## config.mk

```make
export PLATFORM = sky130hd
export DESIGN_NAME = ohb_serial_gate
export DESIGN_NICKNAME = d
export VERILOG_FILES = /design/src/rtl/ohb_pkg.sv /design/src/rtl/ohb_frame_timer.sv /design/src/rtl/ohb_burst_window.sv /design/src/rtl/ohb_bit_shifter.sv /design/src/rtl/ohb_serial_gate.sv
export SDC_FILE = /design/constraint.sdc
export NUM_CORES = 1
export LEC_CHECK = 0
export BUFFER_PORTS_ARGS = -buffer_cell sky130_fd_sc_hd__buf_2
export CAP_MARGIN = 20
export CELL_PAD_IN_SITES_DETAIL_PLACEMENT = 1
export CELL_PAD_IN_SITES_GLOBAL_PLACEMENT = 2
export CORE_ASPECT_RATIO = 0.75
export CORE_MARGIN = 3
export CORE_UTILIZATION = 30
export DETAILED_ROUTE_END_ITERATION = 7
export PLACE_DENSITY_LB_ADDON = 0.1
export SLEW_MARGIN = 5
export SYNTH_ARGS = -nofsm -noshare
export SYNTH_HDL_FRONTEND = slang
export SYNTH_HIERARCHICAL = 1
export SYNTH_SLANG_ARGS = --single-unit
```

## constraint.sdc

```tcl
create_clock -name clk -period 6.65 [get_ports clk]
set_clock_uncertainty 0.15 [all_clocks]
set_input_delay 0.665 -clock clk [delete_from_list [all_inputs] [get_ports clk]]
set_output_delay 0.665 -clock clk [all_outputs]
set_load 0.01 [all_outputs]
```

## src/rtl/ohb_pkg.sv

```systemverilog
package ohb_pkg;
   typedef enum logic [1:0] {
      OHB_ALL  = 2'b00,
      OHB_DLO  = 2'b01,
      OHB_DHI  = 2'b10,
      OHB_DALL = 2'b11
   } ohb_mode_e;
endpackage

```

## src/rtl/ohb_frame_timer.sv

```systemverilog
module ohb_frame_timer #(
   parameter int FRAME_CYC = 243,
   parameter int CYC_W     = $clog2(FRAME_CYC)
) (
   input  logic             clk,
   input  logic             rst_n,
   input  logic             fs_i,
   output logic [CYC_W-1:0] cyc_nxt_o,
   output logic             ph_nxt_o,
   output logic [CYC_W-1:0] cyc_o
);
   localparam logic [CYC_W-1:0] LAST = CYC_W'(FRAME_CYC - 1);

   logic [CYC_W-1:0] cyc_q;
   logic             ph_q;

   always_comb begin
      if (fs_i) begin
         cyc_nxt_o = '0;
         ph_nxt_o  = 1'b0;
      end else if (!ph_q) begin
         cyc_nxt_o = cyc_q;
         ph_nxt_o  = 1'b1;
      end else if (cyc_q == LAST) begin
         cyc_nxt_o = '0;
         ph_nxt_o  = 1'b0;
      end else begin
         cyc_nxt_o = cyc_q + 1'b1;
         ph_nxt_o  = 1'b0;
      end
   end

   always_ff @(posedge clk or negedge rst_n) begin
      if (!rst_n) begin
         cyc_q <= '0;
         ph_q  <= 1'b0;
      end else begin
         cyc_q <= cyc_nxt_o;
         ph_q  <= ph_nxt_o;
      end
   end

   assign cyc_o = cyc_q;

   a_r1_cyc_bound: assert property (@(posedge clk) disable iff (!rst_n)
      cyc_q < CYC_W'(FRAME_CYC));
   a_r1_wrap: assert property (@(posedge clk) disable iff (!rst_n)
      (!fs_i && ph_q && cyc_q == LAST) |=> (cyc_q == '0 && !ph_q));
   a_r9_restart: assert property (@(posedge clk) disable iff (!rst_n)
      fs_i |=> (cyc_q == '0 && !ph_q));
endmodule

```

## src/rtl/ohb_burst_window.sv

```systemverilog
module ohb_burst_window
   import ohb_pkg::*;
#(
   parameter int CYC_W     = 8,
   parameter int ALL_START = 27,
   parameter int DLO_START = 219,
   parameter int DHI_START = 171,
   parameter int B1_START  = 99,
   parameter int B1_END    = 123
) (
   input  ohb_mode_e        mode_i,
   input  logic [CYC_W-1:0] cyc_i,
   output logic             act_o
);
   always_comb begin
      unique case (mode_i)
         OHB_ALL:  act_o = (cyc_i >= CYC_W'(ALL_START));
         OHB_DLO:  act_o = (cyc_i >= CYC_W'(DLO_START));
         OHB_DHI:  act_o = (cyc_i >= CYC_W'(DHI_START));
         default:  act_o = ((cyc_i >= CYC_W'(B1_START)) && (cyc_i < CYC_W'(B1_END)))
                           || (cyc_i >= CYC_W'(DHI_START));
      endcase
   end
endmodule

```

## src/rtl/ohb_bit_shifter.sv

```systemverilog
module ohb_bit_shifter #(
   parameter int BYTE_BITS = 8,
   parameter int IDX_W     = 5,
   parameter bit MSB_FIRST = 1'b1
) (
   input  logic                 clk,
   input  logic                 rst_n,
   input  logic                 fall_i,
   input  logic                 rise_i,
   input  logic                 act_i,
   input  logic                 clr_i,
   input  logic [BYTE_BITS-1:0] tx_byte_i,
   input  logic                 rx_i,
   output logic                 tx_o,
   output logic [IDX_W-1:0]     tx_idx_o,
   output logic [BYTE_BITS-1:0] rx_byte_o,
   output logic                 byte_vld_o,
   output logic [IDX_W-1:0]     byte_idx_o
);
   localparam int BIT_W = $clog2(BYTE_BITS);
   localparam logic [BIT_W-1:0] BIT_LAST = BIT_W'(BYTE_BITS - 1);

   logic [BYTE_BITS-1:0] tsh_q, rsh_q;
   logic [BIT_W-1:0]     tbit_q, rbit_q;
   logic [IDX_W-1:0]     tidx_q, ridx_q;
   logic                 tx_q;

   logic                 tx_first, tx_next;
   logic [BYTE_BITS-1:0] tx_rest, tx_shift, rx_shift;

   if (MSB_FIRST) begin : g_msb
      assign tx_first = tx_byte_i[BYTE_BITS-1];
      assign tx_rest  = tx_byte_i << 1;
      assign tx_next  = tsh_q[BYTE_BITS-1];
      assign tx_shift = tsh_q << 1;
      assign rx_shift = {rsh_q[BYTE_BITS-2:0], rx_i};
   end else begin : g_lsb
      assign tx_first = tx_byte_i[0];
      assign tx_rest  = tx_byte_i >> 1;
      assign tx_next  = tsh_q[0];
      assign tx_shift = tsh_q >> 1;
      assign rx_shift = {rx_i, rsh_q[BYTE_BITS-1:1]};
   end

   // transmit side: updates at the start of each serial cycle
   always_ff @(posedge clk or negedge rst_n) begin
      if (!rst_n) begin
         tx_q   <= 1'b0;
         tsh_q  <= '0;
         tbit_q <= '0;
         tidx_q <= '0;
      end else if (clr_i) begin
         tx_q   <= 1'b0;
         tbit_q <= '0;
         tidx_q <= '0;
      end else if (fall_i) begin
         if (act_i) begin
            if (tbit_q == '0) begin
               tx_q   <= tx_first;
               tsh_q  <= tx_rest;
               tidx_q <= tidx_q + 1'b1;
            end else begin
               tx_q  <= tx_next;
               tsh_q <= tx_shift;
            end
            tbit_q <= (tbit_q == BIT_LAST) ? '0 : tbit_q + 1'b1;
         end else begin
            tx_q <= 1'b0;
         end
      end
   end

   // receive side: samples when the serial clock rises
   always_ff @(posedge clk or negedge rst_n) begin
      if (!rst_n) begin
         rsh_q      <= '0;
         rbit_q     <= '0;
         ridx_q     <= '0;
         rx_byte_o  <= '0;
         byte_vld_o <= 1'b0;
         byte_idx_o <= '0;
      end else begin
         byte_vld_o <= 1'b0;
         if (clr_i) begin
            rbit_q <= '0;
            ridx_q <= '0;
         end else if (rise_i && act_i) begin
            rsh_q <= rx_shift;
            if (rbit_q == BIT_LAST) begin
               rbit_q     <= '0;
               rx_byte_o  <= rx_shift;
               byte_vld_o <= 1'b1;
               byte_idx_o <= ridx_q;
               ridx_q     <= ridx_q + 1'b1;
            end else begin
               rbit_q <= rbit_q + 1'b1;
            end
         end
      end
   end

   assign tx_o     = tx_q;
   assign tx_idx_o = tidx_q;

   a_r7_tx_hold: assert property (@(posedge clk) disable iff (!rst_n)
      rise_i |=> $stable(tx_q));
   a_r8_vld_pulse: assert property (@(posedge clk) disable iff (!rst_n)
      byte_vld_o |=> !byte_vld_o);
   a_r9_idx_clear: assert property (@(posedge clk) disable iff (!rst_n)
      clr_i |=> (tidx_q == '0 && !byte_vld_o));
endmodule

```

## src/rtl/ohb_serial_gate.sv

```systemverilog
module ohb_serial_gate
   import ohb_pkg::*;
#(
   parameter int FRAME_CYC = 243,
   parameter int BYTE_BITS = 8,
   parameter int ALL_BYTES = 27,
   parameter int DLO_BYTES = 3,
   parameter int DHI_BYTES = 9,
   parameter int MID_GAP   = 48,
   parameter bit MSB_FIRST = 1'b1,
   parameter int IDX_W     = 5
) (
   input  logic                 clk,
   input  logic                 rst_n,
   input  logic                 fs_i,
   input  logic [1:0]           mode_i,
   input  logic [BYTE_BITS-1:0] tx_byte_i,
   input  logic                 rx_i,
   output logic                 sck_o,
   output logic                 tx_o,
   output logic [IDX_W-1:0]     tx_idx_o,
   output logic [BYTE_BITS-1:0] rx_byte_o,
   output logic                 byte_vld_o,
   output logic [IDX_W-1:0]     byte_idx_o
);
   localparam int CYC_W     = $clog2(FRAME_CYC);
   localparam int ALL_START = FRAME_CYC - ALL_BYTES * BYTE_BITS;
   localparam int DLO_START = FRAME_CYC - DLO_BYTES * BYTE_BITS;
   localparam int DHI_START = FRAME_CYC - DHI_BYTES * BYTE_BITS;
   localparam int B1_END    = DHI_START - MID_GAP;
   localparam int B1_START  = B1_END - DLO_BYTES * BYTE_BITS;
   localparam int MAX_BYTES = (ALL_BYTES > DLO_BYTES + DHI_BYTES) ? ALL_BYTES
                                                                  : DLO_BYTES + DHI_BYTES;

   if (ALL_START < 1) begin : g_bad_all
      $error("overhead burst does not leave a gap");
   end
   if (B1_START < 1) begin : g_bad_dual
      $error("dual burst layout does not fit the frame");
   end
   if (BYTE_BITS < 2) begin : g_bad_bits
      $error("byte width must be at least 2");
   end
   if ((1 << IDX_W) <= MAX_BYTES) begin : g_bad_idx
      $error("index width too small for byte count");
   end

   ohb_mode_e        mode;
   logic [CYC_W-1:0] cyc_nxt, cyc_q;
   logic             ph_nxt, act, ck_q;

   assign mode = ohb_mode_e'(mode_i);

   ohb_frame_timer #(.FRAME_CYC(FRAME_CYC), .CYC_W(CYC_W)) u_timer (
      .clk       (clk),
      .rst_n     (rst_n),
      .fs_i      (fs_i),
      .cyc_nxt_o (cyc_nxt),
      .ph_nxt_o  (ph_nxt),
      .cyc_o     (cyc_q)
   );

   ohb_burst_window #(
      .CYC_W(CYC_W), .ALL_START(ALL_START), .DLO_START(DLO_START),
      .DHI_START(DHI_START), .B1_START(B1_START), .B1_END(B1_END)
   ) u_window (
      .mode_i (mode),
      .cyc_i  (cyc_nxt),
      .act_o  (act)
   );

   ohb_bit_shifter #(.BYTE_BITS(BYTE_BITS), .IDX_W(IDX_W), .MSB_FIRST(MSB_FIRST)) u_shift (
      .clk        (clk),
      .rst_n      (rst_n),
      .fall_i     (!ph_nxt),
      .rise_i     (ph_nxt),
      .act_i      (act),
      .clr_i      (!ph_nxt && cyc_nxt == '0),
      .tx_byte_i  (tx_byte_i),
      .rx_i       (rx_i),
      .tx_o       (tx_o),
      .tx_idx_o   (tx_idx_o),
      .rx_byte_o  (rx_byte_o),
      .byte_vld_o (byte_vld_o),
      .byte_idx_o (byte_idx_o)
   );

   // registered gated clock: high only in the second half of a clocked cycle
   always_ff @(posedge clk or negedge rst_n) begin
      if (!rst_n) ck_q <= 1'b0;
      else        ck_q <= ph_nxt && act;
   end

   assign sck_o = ck_q;

   int mode_bytes;
   always_comb begin
      unique case (mode)
         OHB_ALL:  mode_bytes = ALL_BYTES;
         OHB_DLO:  mode_bytes = DLO_BYTES;
         OHB_DHI:  mode_bytes = DHI_BYTES;
         default:  mode_bytes = DLO_BYTES + DHI_BYTES;
      endcase
   end

   a_r6_ck_half: assert property (@(posedge clk) disable iff (!rst_n)
      ck_q |=> !ck_q);
   a_r5_mid_gap: assert property (@(posedge clk) disable iff (!rst_n)
      (mode == OHB_DALL && cyc_q >= CYC_W'(B1_END) && cyc_q < CYC_W'(DHI_START)) |-> !ck_q);
   a_r2_lead_gap: assert property (@(posedge clk) disable iff (!rst_n)
      (cyc_q < CYC_W'(ALL_START)) |-> !ck_q);
   a_r8_idx_range: assert property (@(posedge clk) disable iff (!rst_n)
      byte_vld_o |-> (int'(byte_idx_o) < mode_bytes));
endmodule

```

==> results.yml <==
sta:
  slew_headroom: 0.3904
  period_needed_ns: 4.063
  hold_viol_final: 0
  drv_slew: 0
  tightestPinTransition_ns: 0.9125
  finalSetupViolations: 0
  setup_tns_ns: 0
  worst_slack_ns: 2.587
  max_freq_ghz: 0.2461
  rsz0062_at_grt: "false"
  final.period_utilization: 0.6110
synthesis:
  syn_avg_cell_area_sq_um: 11.40
  async_reset_ff_frac: 1.000
  yosysTopAreaCell: "dfrtp_1"
  synth_area_leaders: "dfrtp_1 51%, ha_1 4.6%, mux2_2 4.6%"
  synth.most_common_cell: "dfrtp_1"
  ys.warnings.count: 6
  ys_seq_elements: 55
  synth_seq_area_share: 0.5071
  syn_inst: 238
  ys.flop_type: "dfrtp_1"
  synth-edff-count: 0
  synthDistinctLibCells: 45
  netlist_area_sq_um: 2714
  synth.top_cell.area_share: 0.5071
  synth_common_cells: "55 x dfrtp_1, 23 x nand2_1, 14 x o21ai_0, 13 x a21oi_1, 12 x nor2_1"
  synthesis.nets: 262
setup_path:
  max_stage_delay_ns: 0.61
  cpLargestDelayFamily: "compound AO/OA/AOI/OAI gates"
  worst_path_max_delay_cell: "o211ai_2"
  cp.required_ns: 6.67
  endpoint_kind: "flip-flop"
  reg2reg_from: "u_timer/cyc_o[1]"
  path_buf_inv: 0
  crit_start: "u_timer/cyc_o[1]"
  worstPathCellList: "ha_1 > nand4_1 > or3_1 > a31oi_1 > maj3_2 > o2111ai_2 > o211ai_2 > nand2_2 > or2_1 > mux2_4"
  arrival_ns: 4.09
  rr_worst_depth: 10
  crit_path_start_kind: "flip-flop"
  path_max_fanout: 12
  endpoint: "u_shift/rsh_q[4]"
  timing.rr.end: "u_shift/rsh_q[4]"
  worstSetupPathType: "reg -> reg"
  r2r_slack_ns: 2.59
  path_depth: 10
placed_design:
  port_buffers: 34
  pre_cts_slack_ns: 2.560
  dp_hpwl_um: 3953
  gp_congestion: 0.7665
pwr:
  seq_power_share: 0.511
  total_power_mw: 0.7656
  p_int_mw: 0.5712
  peakVddDrop_v: 0.0001093
  switchingPower_mw: 0.1944
  p_clk_frac: 0.361
  combPwrFrac: 0.128
  p_leak_nw: 1.622
  p_per_area_nw_per_um2: 243.8
  p_sw_frac: 0.2540
global_routing:
  grt_max_degree: 56
  grt.overflow.total: 0
  grt_use_total: 0.1178
  grt_pass1_vias: 1838
  grt_pass1_wl_um: 9501
  antenna_found_initial: 0
floorplanning:
  dieArea_sq_um: 10240
  die_h_um: 88.37
  start_util: 0.3143
  rows: 29
  core-area_sq_um: 8636
  dieWidth_um: 115.8
  pin_count: 35
clocking:
  post_cts_buffers: 0
  cts_tree: "yes"
  h-tree-depth: 2
  cts_resized: 0
  ctsHoldBuffers: 0
  cts_inserted_buffers: 5
  cts.path.max_buffers: 2
  cts.sinks: 55
  insertion_delay_ns: 0.29
  clkTransAtPathRegs_ns: 0.07
  root_buffer: "clkbuf_16"
detailed_routing:
  highest-signal-layer: "met4"
  first_iter_violations: 79
  ant_nets: 0
  dr.pass1.iters: 4
  wl_met2_um: 2476
  vias: 1864
  via_per_inst: 4.892
  wl_um: 5625
  drt-wirelength-per-cell_um: 14.76
  dr_wl_met3_um: 173
  wl_met1_um: 2930
  drc: 0
finish:
  layout-drive-gt1-share: 0.2637
  final_util: 0.3637
  syn2layout_area_growth_pct: 15.72
  fin_nets: 296
  diodes: 0
min_path:
  min_path_type: "reg -> reg"
job:
  cap_viol_max_count: 0
run_status:
  status: "complete, no violations"
[power groups by stage]
| stage | Sequential [mW] | Combinational [mW] | Clock [mW] |
|---|---|---|---|
| 6_report | 0.391 | 0.0982 | 0.276 |
| 5_1_grt | 0.397 | 0.113 | 0.306 |
| 4_1_cts | 0.391 | 0.101 | 0.293 |
| 3_5_place_dp | 0.398 | 0.101 | 0 |
| 3_3_place_gp | 0.398 | 0.0990 | 0 |
| 2_1_floorplan | 0.391 | 0.0737 | 0 |
[flip-flops by register name (all words and copies together), names as in the netlist, 3 cells and up]
name	cells
u_shift/rx_byte_o	8
u_timer/cyc_o	8
u_shift/rsh_q	7
u_shift/tsh_q	7
u_shift/byte_idx_o	5
u_shift/ridx_q	5
u_shift/tx_idx_o	5
u_shift/rbit_q	3
u_shift/tbit_q	3
[cells by family (layout without fill, tap and decap cells)]
logic type / count (synthesis) / in the layout / synth area share
xor+xnor: 5 / 5 / 0.01614
buf+inv: 18 / 53 / 0.03550
simple gates: 75 / 75 / 0.1568
flops: 55 / 55 / 0.5071
mux: 31 / 31 / 0.1332
fa+ha+maj: 11 / 11 / 0.05025
compound gates: 43 / 43 / 0.1010
[cells in the final DEF, fill, tap and decap left out, types with 2 or more instances in the layout]
cell type / n
a21oi_1: 13
a31oi_1: 3
buf_2: 34
buf_4: 2
clkbuf_16: 5
clkbuf_8: 2
dfrtp_1: 55
ha_1: 10
inv_1: 9
mux2_1: 2
mux2_2: 11
mux2_4: 7
mux2i_1: 11
nand2_1: 23
nand2_2: 2
nand2b_1: 2
nand3_1: 10
nand3b_1: 2
nand4_1: 3
nand4b_4: 2
nor2_1: 12
nor2b_1: 2
nor3_1: 2
o211ai_1: 2
o21ai_0: 14
o221ai_1: 2
or3_1: 7
or4_1: 2
xor2_1: 5
[metrics by stage]
step	area, sq um	hold slack, ns	instances
floorplan	2714	0.2194	238
global placement	2980	0.3170	373
detailed placement	2980	0.3252	373
CTS	3141	0.3419	381
global route	3141	0.3592	381
finish	3141	0.3366	381
[worst reg2reg max path: stages, from the launching register on]
cell and delay [ns]:
dfrtp_1 0.43, ha_1 0.22, nand4_1 0.18, or3_1 0.39, a31oi_1 0.58, maj3_2 0.33
o2111ai_2 0.11, o211ai_2 0.61, nand2_2 0.18, or2_1 0.42, mux2_4 0.35
[final cells by class]
type / count / area, sq um
timing repair buffer: 36 / 185.2
clock buffer: 7 / 152.6
multi-input combinational: 165 / 1250
fill: 980 / 5495
sequential: 55 / 1376
clock inverter: 1 / 7.507
tap: 108 / 135.1
inverter: 9 / 33.78
[per-layer routing]
metal	global-route usage	vias up
met3	0.03144	5
li1	-	923
met1	0.1746	909
met4	0.02845	0
met2	0.1713	27
met5	0	-
[how the worst min path moves through the flow]
stage | from | to | cells after the start
final | u_shift/tsh_q[5] | u_shift/tsh_q[5] | 2
after global routing | u_shift/tsh_q[5] | u_shift/tsh_q[5] | 2
after CTS | u_shift/tsh_q[5] | u_shift/tsh_q[5] | 2
after detailed placement | u_shift/tsh_q[5] | u_shift/tsh_q[5] | 2
after global placement | u_shift/tsh_q[3] | u_shift/tsh_q[3] | 2
after floorplan | rst_n | sck_o | 0
Note: power is estimated with default switching activity, not from simulation.
